==> src/rtl/sar_ctrl_pkg.sv <==
package sar_ctrl_pkg;

    typedef enum logic [1:0] {
        ST_IDLE = 2'd0,
        ST_TEST = 2'd1,
        ST_LAST = 2'd2
    } sar_state_t;

endpackage

==> src/rtl/sar_seq_fsm.sv <==
module sar_seq_fsm
    import sar_ctrl_pkg::*;
#(
    parameter int N    = 8,
    parameter int IDXW = (N > 1) ? $clog2(N) : 1
) (
    input  logic            clk,
    input  logic            rst,
    input  logic            start,
    output sar_state_t      state,
    output logic [IDXW-1:0] bit_idx,
    output logic            load,
    output logic            step,
    output logic            finish
);

    localparam logic [IDXW-1:0] TOP_IDX = IDXW'(N - 1);
    localparam logic [IDXW-1:0] ONE_IDX = IDXW'(1);

    sar_state_t      state_q;
    logic [IDXW-1:0] idx_q;

    // State register and bit index
    always_ff @(posedge clk) begin
        if (rst) begin
            state_q <= ST_IDLE;
            idx_q   <= '0;
        end else begin
            unique case (state_q)
                ST_IDLE: begin
                    if (start) begin
                        idx_q   <= TOP_IDX;
                        state_q <= (N == 1) ? ST_LAST : ST_TEST;
                    end
                end
                ST_TEST: begin
                    idx_q <= idx_q - ONE_IDX;
                    if (idx_q == ONE_IDX) begin
                        state_q <= ST_LAST;
                    end
                end
                ST_LAST: begin
                    state_q <= ST_IDLE;
                end
                default: begin
                    state_q <= ST_IDLE;
                end
            endcase
        end
    end

    // Control outputs decoded from the state
    always_comb begin
        load   = 1'b0;
        step   = 1'b0;
        finish = 1'b0;
        unique case (state_q)
            ST_IDLE: load = start;
            ST_TEST: step = 1'b1;
            ST_LAST: begin
                step   = 1'b1;
                finish = 1'b1;
            end
            default: begin
                load = 1'b0;
            end
        endcase
    end

    assign state   = state_q;
    assign bit_idx = idx_q;

endmodule

==> src/rtl/sar_trial_reg.sv <==
module sar_trial_reg #(
    parameter int N    = 8,
    parameter int IDXW = (N > 1) ? $clog2(N) : 1
) (
    input  logic            clk,
    input  logic            rst,
    input  logic            load,
    input  logic            step,
    input  logic [IDXW-1:0] bit_idx,
    input  logic            cmp_keep,
    output logic [N-1:0]    trial,
    output logic [N-1:0]    trial_next
);

    logic [N-1:0] trial_q;

    for (genvar i = 0; i < N; i++) begin : g_bit
        always_comb begin
            if (load) begin
                trial_next[i] = (i == N - 1);
            end else if (step && (int'(bit_idx) == i)) begin
                trial_next[i] = cmp_keep;
            end else if (step && (int'(bit_idx) == i + 1)) begin
                trial_next[i] = 1'b1;
            end else begin
                trial_next[i] = trial_q[i];
            end
        end

        always_ff @(posedge clk) begin
            if (rst) begin
                trial_q[i] <= 1'b0;
            end else begin
                trial_q[i] <= trial_next[i];
            end
        end
    end

    assign trial = trial_q;

endmodule

==> src/rtl/sar_result_reg.sv <==
module sar_result_reg #(
    parameter int N = 8
) (
    input  logic         clk,
    input  logic         rst,
    input  logic         finish,
    input  logic [N-1:0] final_code,
    output logic [N-1:0] result,
    output logic         done
);

    always_ff @(posedge clk) begin
        if (rst) begin
            result <= '0;
            done   <= 1'b0;
        end else begin
            done <= finish;
            if (finish) begin
                result <= final_code;
            end
        end
    end

endmodule

==> src/rtl/sar_ctrl.sv <==
module sar_ctrl
    import sar_ctrl_pkg::*;
#(
    parameter int N = 8
) (
    input  logic         clk,
    input  logic         rst,
    input  logic         start,
    input  logic         cmp_keep,
    output logic [N-1:0] trial_code,
    output logic [N-1:0] result,
    output logic         busy,
    output logic         done
);

    localparam int IDXW = (N > 1) ? $clog2(N) : 1;

    sar_state_t      state;
    logic [IDXW-1:0] bit_idx;
    logic            load;
    logic            step;
    logic            finish;
    logic [N-1:0]    trial_next;

    sar_seq_fsm #(.N(N), .IDXW(IDXW)) u_fsm (
        .clk     (clk),
        .rst     (rst),
        .start   (start),
        .state   (state),
        .bit_idx (bit_idx),
        .load    (load),
        .step    (step),
        .finish  (finish)
    );

    sar_trial_reg #(.N(N), .IDXW(IDXW)) u_trial (
        .clk        (clk),
        .rst        (rst),
        .load       (load),
        .step       (step),
        .bit_idx    (bit_idx),
        .cmp_keep   (cmp_keep),
        .trial      (trial_code),
        .trial_next (trial_next)
    );

    sar_result_reg #(.N(N)) u_result (
        .clk        (clk),
        .rst        (rst),
        .finish     (finish),
        .final_code (trial_next),
        .result     (result),
        .done       (done)
    );

    assign busy = (state != ST_IDLE);

endmodule

==> config.mk <==
export PLATFORM = sky130hd
export DESIGN_NAME = sar_ctrl
export DESIGN_NICKNAME = d
export VERILOG_FILES = /design/src/rtl/sar_ctrl_pkg.sv /design/src/rtl/sar_seq_fsm.sv /design/src/rtl/sar_trial_reg.sv /design/src/rtl/sar_result_reg.sv /design/src/rtl/sar_ctrl.sv
export SDC_FILE = /design/constraint.sdc
export NUM_CORES = 1
export LEC_CHECK = 0
export ABC_CLOCK_PERIOD_IN_PS = 2000
export BUFFER_PORTS_ARGS = -buffer_cell sky130_fd_sc_hd__buf_2
export CAP_MARGIN = 20
export CORE_MARGIN = 2
export CORE_UTILIZATION = 45
export CTS_CLUSTER_DIAMETER = 200
export DETAILED_ROUTE_END_ITERATION = 7
export GPL_TIMING_DRIVEN = 0
export MAX_ROUTING_LAYER = met4
export PLACE_DENSITY = 0.79
export SETUP_SLACK_MARGIN = 0.15
export SLEW_MARGIN = 20
export SYNTH_ARGS = -nofsm -noshare
export SYNTH_HDL_FRONTEND = slang
export SYNTH_HIERARCHICAL = 1
export SYNTH_SLANG_ARGS = --single-unit
==> constraint.sdc <==
create_clock -name clk -period 2 [get_ports clk]
set_clock_uncertainty 0.1 [all_clocks]
set_input_delay 0.3 -clock clk [delete_from_list [all_inputs] [get_ports clk]]
set_output_delay 0.3 -clock clk [all_outputs]
set_load 0.01 [all_outputs]
# Yosys cells after proc, flatten, opt, wreduce, memory -nomap -nowiden
# Cells that the tools add are included.
[totals] register_bits=22 output_inout_bits=18 word_cells=71
[op_classes] n_addsub=1 eq_ne=12 muxes=31 reduce_logical=15
[op_table] op="$mux W1" n=26
[op_table] op="$eq A3 B3 Y1 const B" n=4
[op_table] op="$logic_and A1 B1 Y1" n=8
[op_table] op="$eq A3 B1 Y1 const B" n=2
[op_table] op="$eq A3 B2 Y1 const B" n=2
[op_table] op="$pmux W3 S2" n=1
[op_table] op="$mux W2" n=2
[op_table] op="$pmux W2 S2" n=1
[op_table] op="$reduce_and A2 Y1" n=2
[op_table] op="$reduce_bool A2 Y1" n=2
[op_table] op="$logic_not A3 Y1" n=1
[op_table] op="$mux W3" n=1
[op_table] op="$sub A3 B1 Y3 const B" n=1
[op_table] op="$eq A2 B1 Y1 const B" n=1
[op_table] op="$eq A2 B2 Y1 const B" n=1
[op_table] op="$logic_not A2 Y1" n=1
[op_table] op="$ne A2 B1 Y1 const B" n=1
[op_table] op="$ne A2 B2 Y1 const B" n=1
[op_table] op="$reduce_or A2 Y1" n=1

# Depth between registers and ports, before layout
# Gate-level depths: netlist of run 1.
[logic_depth] depth_word=7 depth_mapped=8 ltp_nobuf=7

# Hierarchy
# Netlist of run 1, hierarchy kept.
[by_module_without_submodules] mod="sar_trial_reg" n_inst=1 cells_each=57 area_per_inst_um2=508.0 seq_area_each_um2=160.2
[by_module_without_submodules] mod="sar_seq_fsm" n_inst=1 cells_each=42 area_per_inst_um2=389.1 seq_area_each_um2=100.1
[by_module_without_submodules] mod="sar_result_reg" n_inst=1 cells_each=28 area_per_inst_um2=312.8 seq_area_each_um2=180.2
[by_module_without_submodules] mod="sar_ctrl" n_inst=1 cells_each=1 area_per_inst_um2=6.3 seq_area_each_um2=0.0

# Worst setup path before layout of run 1
# OpenSTA, ideal clock, no wires.
[synth_timing] path_type="reg-to-reg" from="register u_fsm.state_q[0] (netlist: u_fsm/state[0])" to="register u_result.result[0]" t_arrival_ns=1.464 required_time_ns=1.783 path_slack_ns=0.318 stages_incl_launch_ff=9 path_buffers=1 period_less_slack_ns=1.682 cell_sequence="dfxtp_1 > inv_1 > ha_1 > buf_4 > nor3b_2 > mux2i_1 > nor2_1 > mux2i_1 > nor2_1"
[synth_between] elab_chain_cells=7
[synth_rtl] element="start, declared" line="sar_seq_fsm.sv:20" source="sar_state_t state_q;"
[synth_rtl] element="start signal, assigned" line="sar_seq_fsm.sv:33" source="state_q <= (N == 1) ? ST_LAST : ST_TEST;"
[synth_rtl] element="$eq A2 B1 Y1 / $eq A2 B2 Y1 (equally long branches)" line="sar_seq_fsm.sv:57" source="unique case (state_q)"
[synth_rtl] element="$reduce_or A2 Y1 (no source line) (*)"
[synth_rtl] element="$mux W1 (*)" line="sar_seq_fsm.sv:57"
[synth_rtl] element="net step" line="sar_ctrl.sv:21" source="logic step;"
[synth_rtl] element="$logic_and A1 B1 Y1" line="sar_trial_reg.sv:23" source="end else if (step && (int'(bit_idx) == i + 1)) begin"
[synth_rtl] element="$mux W1" line="sar_trial_reg.sv:23"
[synth_rtl] element="$mux W1 (*)" line="sar_trial_reg.sv:21" source="end else if (step && (int'(bit_idx) == i)) begin"
[synth_rtl] element="$mux W1 (*)" line="sar_trial_reg.sv:19" source="if (load) begin"
[synth_rtl] element="net trial_next[0]" line="sar_ctrl.sv:23" source="logic [N-1:0] trial_next;"
[synth_rtl] element="end signal, assigned" line="sar_result_reg.sv:19" source="result <= final_code;"
[synth_rtl] element="end, declared" line="sar_result_reg.sv:8" source="output logic [N-1:0] result,"
# The timed path passes the listed nets; every way through them passes the cells marked *.
# A chain may end at the register's enable or synchronous reset.

# Worst setup path in the final report of run 1
# Ends and elaborated chain as after synthesis.

==> run metrics, run 1 <==
outcome=finished clean; Initial Utilization=0.482; worst r2r path cells=8; minimum clock period after layout=1730 ps; P_leak=0.000656 µW; EDFF count, synth=0; predominant post-synthesis flop cell=dfxtp_1; net switching power=443 µW; clock transition at the registers of the reported paths=120 ps; ys async rst share=0; top post-synthesis cells by area=dfxtp_1 (36%), mux2i_1 (12%), ha_1 (6.2%), nor2_1 (5.6%), buf_6 (4.6%); period utilization=0.865; CP required=2120 ps; combinational fraction of design power=0.365; Die Y=56.0 µm; largest net degree at the start of global routing=14; first-pass GRT wire length=3940 µm; dpl ws=122 ps; HPWL Detailed=1700 µm; Setup TNS=0 ps; Diodes inserted=0; Nets=166; vias in the first global route=929; worst hold path type=primary input to register; WS Path Type=register to register; Syn Nets=138; maximum VDD drop=0.620 mV; fin. max-slew vios=0; # port buffers=21; Die W=56.0 µm; Longest Clk Path Bufs=2; total core area=2520 µm²; fmax=578 MHz; root buffer cell=clkbuf_4; Final setup viols=0; 1st-iter DRT viols=29; CTS tree=yes; Netlist cell types=37; Pwr per Cell Area=941 nW/µm²; Worst R2R Setup Slack=270 ps; RR Endpoint=u_result/result[0]$_SDFFE_PP0P_; drc violations=0; final wirelength=2280 µm; critical path capture point type=register; clk_lat worst skew=310 ps; Final Hold Fails=0; Yosys warning count=6; area leader, netlist=dfxtp_1; Worst slew margin=0.724; Hold Startpoint=rst; final setup margin=270 ps; Clk pwr share=0.249; I/O pin cnt=22; share of cells above drive strength 1=0.329; initial antenna violation count=0; worst r2r src=u_fsm/state[0]$_SDFFE_PP0P_; Num Clock Sinks=22; synth-to-layout area growth=19.3%; Hold EP=u_fsm/state[0]$_SDFFE_PP0P_; maximum fanout along the worst path=10; Switching Fraction=0.324; register area=443 µm²; worst slew pin tran=414 ps; RSZ-0062 raised after global routing=no; register area share after synthesis=0.362; Seq cells post-synth=22; Core Util, Final=0.575; CTS Buf Count=3; area share of the largest cell type after synthesis=0.362; count of standard-cell rows=18; total number of vias=956; fill cell count=217; total congestion overflow=0; sequential power share=0.386; mapped cell area=1220 µm²; multi-input logic area=694 µm²; post-synthesis area per instance=9.50 µm²; internal power=922 µW; remaining antenna violation count after routing=0; vias per cell=5.17; H-tree lvl count=1; hold depth=2; total track usage=0.158; wire length per cell=12.3 µm; critical path launch point type=register; die area=3130 µm²; Max-cap violations=0; arrival time worst endpoint=1850 ps; final RePlAce weighted congestion=0.891; DRT Pass-1 Iters=4; Synth Instances=128
-- cell families after synthesis --
| logic type | synth area share |
|---|---|
| AND/OR/NAND/NOR | 0.243 |
| flip-flops | 0.362 |
| XOR/XNOR | 0.00720 |
| multiplexers | 0.123 |
| buffers and inverters | 0.0823 |
| adder cells (fa/ha/maj) | 0.0617 |
| AO/OA/AOI/OAI | 0.120 |
-- worst max-delay path, cell delays in order, from the launching register on --
cell and delay (ps):
dfxtp_2 380, inv_2 70, ha_4 280, buf_6 130
nor3b_4 180, mux2i_1 250, nor2_1 70, mux2i_1 130
nor2_1 50
-- state kept, by name, indices dropped and copies added, names as in the netlist --
signal and count:
u_trial/trial 8, u_fsm/bit_idx 3, u_fsm/state 2, u_result/done 1
u_result/result 8
-- how the worst max path moves through the flow --
stage / end / start
2_1_floorplan: u_result/result[0]$_SDFFE_PP0P_ / u_fsm/state[0]$_SDFFE_PP0P_
3_3_place_gp: u_result/result[0]$_SDFFE_PP0P_ / u_fsm/state[0]$_SDFFE_PP0P_
3_5_place_dp: u_result/result[0]$_SDFFE_PP0P_ / u_fsm/state[0]$_SDFFE_PP0P_
4_1_cts: u_result/result[0]$_SDFFE_PP0P_ / u_fsm/state[0]$_SDFFE_PP0P_
5_1_grt: u_result/result[0]$_SDFFE_PP0P_ / u_fsm/state[0]$_SDFFE_PP0P_
6_report: u_result/result[0]$_SDFFE_PP0P_ / u_fsm/state[0]$_SDFFE_PP0P_
-- layout make-up --
type | count | area share
clock inverters | 1 | 0.0207
multi-input cells | 91 | 0.478
well taps | 30 | 0.0259
flip-flops and latches | 22 | 0.305
repair buffers | 23 | 0.0828
plain buffers | 8 | 0.0534
inverters | 7 | 0.0181
clock buffers | 3 | 0.0155
-- synth_stat cells (all sizes together) (2+ instances only) --
| library cell | number |
|---|---|
| a211oi | 2 |
| a21oi | 8 |
| a31oi | 2 |
| and3 | 2 |
| buf | 7 |
| dfxtp | 22 |
| ha | 6 |
| inv | 7 |
| mux2i | 15 |
| nand2 | 2 |
| nand2b | 3 |
| nand3 | 3 |
| nand3b | 2 |
| nor2 | 18 |
| nor2b | 4 |
| nor3 | 4 |
| nor3b | 2 |
| o21a | 4 |
| or2 | 4 |
-- power groups by stage --
stage	clock network (µW)	registers, µW	logic [µW]
finish	340	527	499
global route	371	536	548
floorplan	0	532	357
CTS	354	526	456
global placement	0	533	438
detailed placement	0	535	455
-- placed cells by master, fill, tap and decap left out, types with 3 or more instances in the layout --
cell type / netlist / routed
dfxtp_1: 22 / 20
nor2b_1: 3 / 3
o21a_1: 4 / 4
buf_6: 5 / 6
clkbuf_4: 0 / 3
a21oi_1: 8 / 8
nor2_1: 18 / 18
inv_1: 7 / 5
mux2i_1: 15 / 15
or2_1: 3 / 3
buf_2: 1 / 22
ha_1: 6 / 5
nand3_1: 3 / 3
nor3_2: 4 / 4
-- routing by layer --
| layer | wire [µm] | global-route usage | up-vias |
|---|---|---|---|
| li1 | - | - | 491 |
| met1 | 1110 | 0.198 | 439 |
| met2 | 1070 | 0.250 | 19 |
| met3 | 62 | 0.0233 | 7 |
| met4 | 45 | 0.0714 | 0 |
| met5 | 0 | - | - |
-- per-stage QoR --
step                      instances  hold WS, ps  instance area, µm²  total power [µW]
after floorplan                 128          265                1220               889
after global placement          179          375                1360               970
after detailed placement        179          378                1360               990
after CTS                       183          129                1410              1340
after global routing            185          131                1450              1460
final                           185          144                1450              1370
-- repair_timing --
item / CTS / global route
setup buffers: 0 / 2
endpoints found under the setup margin: 2 / 9
gates resized for setup: 2 / 5
hold endpoints to repair: 0 / 0
hold buffers: 0 / 0
Note: power is estimated with default switching activity, not from simulation.
==> run 2: changes to the inputs <==
Settings changed: RECOVER_POWER set to 50.
==> run 2 against run 1 <==
Compared with the run above:
- register-to-register slack worse by 50 ps
- critical path depth stayed put
- power is 1.0% lower
- largest cell class unchanged
- via count is 0.10% lower
- first-iteration DRC count is 21% higher
==> run metrics, run 2 (synthesized netlist as in run 1, its figures left out) <==
count of standard-cell rows=18 (unchanged); minimum clock period after layout=1780 ps (+52.7 ps); Initial Utilization=0.482 (unchanged); Die W=56.0 µm (unchanged); total number of vias=955 (-0.10%); fill cell count=233 (+7.4%); worst-path cell chain=inv_2 > ha_4 > buf_6 > nor3b_4 > mux2i_1 > nor2_1 > mux2i_1 > nor2_1; Finished Layout Cells=185 (unchanged); most common cell after layout, fill and taps aside=dfxtp_1; initial antenna violation count=0 (unchanged); Setup TNS=0 ps (unchanged); final RePlAce weighted congestion=0.891 (unchanged); wire length per cell=12.3 µm (about the same); most frequent cells in the layout=dfxtp_1 (21), clkbuf_1 (18), nor2_1 (18); total track usage=0.158 (unchanged); CTS Buf Count=3 (unchanged); Num Clock Sinks=22 (unchanged); Worst slew margin=0.726 (+0.00228); 1st-iter DRT viols=35 (+21%); clk_lat worst skew=310 ps (about the same); P_leak=0.000578 µW (-12%); remaining antenna violation count after routing=0 (unchanged); clock transition at the registers of the reported paths=120 ps (about the same); largest net degree at the start of global routing=14 (unchanged); H-tree lvl count=1 (unchanged); final wirelength=2280 µm (about the same); met2 WL=1070 µm (-0.37%); worst hold path type=primary input to register; vias in the first global route=929 (unchanged); die area=3130 µm² (unchanged); critical path capture point type=register; total core area=2520 µm² (unchanged); vias per cell=5.16 (-0.10%); arrival time worst endpoint=1900 ps (+50 ps); WS Path Type=register to register; met3 wire len=87 µm (+40%); total congestion overflow=0 (unchanged); synth-to-layout area growth=16.9%; share of cells above drive strength 1=0.206 (-0.123); I/O pin cnt=22 (unchanged); period utilization=0.891 (+0.0264); final setup margin=217 ps (-52.7 ps); Pwr per Cell Area=951 nW/µm² (+1.1%); PnR Total Power=1350 µW (-1.0%); worst slew pin tran=410 ps (-3.42 ps); Max Used Layer=met4; CP required=2120 ps (about the same); drc violations=0 (unchanged); Worst path top cell family by delay=flip-flops; register area=442 µm² (-0.28%); Final Hold Fails=0 (unchanged); root buffer cell=clkbuf_4; Die Y=56.0 µm (unchanged); critical path launch point type=register; fin. max-slew vios=0 (unchanged); Nets=166 (unchanged); RSZ-0062 raised after global routing=no; Final setup viols=0 (unchanged); maximum VDD drop=0.607 mV (-2.1%); CTS tree=yes; Critical Path Max Stage Delay=400 ps (+20 ps); Metal-1 WL=1090 µm (-1.9%); dpl ws=122 ps (unchanged); first-pass GRT wire length=3940 µm (unchanged); Longest Clk Path Bufs=2 (unchanged); Max-cap violations=0 (unchanged); multi-input logic area=694 µm² (unchanged); maximum fanout along the worst path=10 (unchanged); placed cells=179 (unchanged); fmax=561 MHz (-3.0%); Diodes inserted=0 (unchanged); Worst Path Buf+Inv=2 (unchanged); DRT Pass-1 Iters=4 (unchanged); outcome=finished clean; # port buffers=21 (unchanged); HPWL Detailed=1700 µm (unchanged); Slowest cell on crit path=dfxtp_1
run 2: cell count changes in the layout (fill, tap and decap cells not counted):
cell	change
clkbuf_1	+18
dfxtp_2	-1
dfxtp_1	+1
buf_6	-1
buf_2	-17
run 2: metrics by stage:
step | cell area [µm²] | utilization | hold slack (ps)
2_1_floorplan | 1220 | - | 265
3_3_place_gp | 1360 | 0.539 | 375
3_5_place_dp | 1360 | 0.539 | 378
4_1_cts | 1410 | 0.561 | 129
5_1_grt | 1420 | 0.563 | 131
6_report | 1420 | 0.563 | 152
run 2: final timing paths:
path                                        start                              end  slack [ps]  depth (start not counted)
setup / recovery      u_fsm/state[0]$_SDFFE_PP0P_  u_result/result[0]$_SDFFE_PP0P_         220                          8
hold reg to reg   u_result/result[0]$_SDFFE_PP0P_  u_result/result[0]$_SDFFE_PP0P_         410                          2
hold / removal                                rst      u_trial/trial[7]$_SDFF_PP0_         150                          2
setup reg to reg      u_fsm/state[0]$_SDFFE_PP0P_  u_result/result[0]$_SDFFE_PP0P_         220                          8
run 2: final cells by class:
| cell class | instances | share of cell area |
|---|---|---|
| Buffer | 8 | 0.0493 |
| Timing Repair Buffer | 23 | 0.0695 |
| Clock inverter | 1 | 0.0211 |
| Clock buffer | 3 | 0.0158 |
| Multi-Input combinational cell | 91 | 0.489 |
| Inverter | 7 | 0.0185 |
| Tap cell | 30 | 0.0264 |
| Sequential cell | 22 | 0.311 |
run 2: routing by layer:
layer  vias up  GRT usage
met2        20      0.250
li1        493          -
met5         -          -
met1       435      0.198
met3         7     0.0233
met4         0     0.0714
run 2: what timing repair did:
item / 4_1_cts / 5_1_grt
gates resized for setup: 2 / 5
hold endpoints to repair: 0 / 0
endpoints found under the setup margin: 2 / 9
hold buffers: 0 / 0
buffers inserted: 0 / 2
run 2: where the power goes:
part | internal (µW) | switching [µW] | leakage, µW
clock | 203 | 136 | 0.0000279
combinational | 232 | 255 | 0.000370
sequential | 477 | 49.7 | 0.000179
run 2: worst reg2reg max path, stage by stage, from the launching register on:
cell     delay (ps)
dfxtp_1         400
inv_2            90
ha_4            280
buf_6           130
nor3b_4         180
mux2i_1         260
nor2_1           70
mux2i_1         130
nor2_1           50
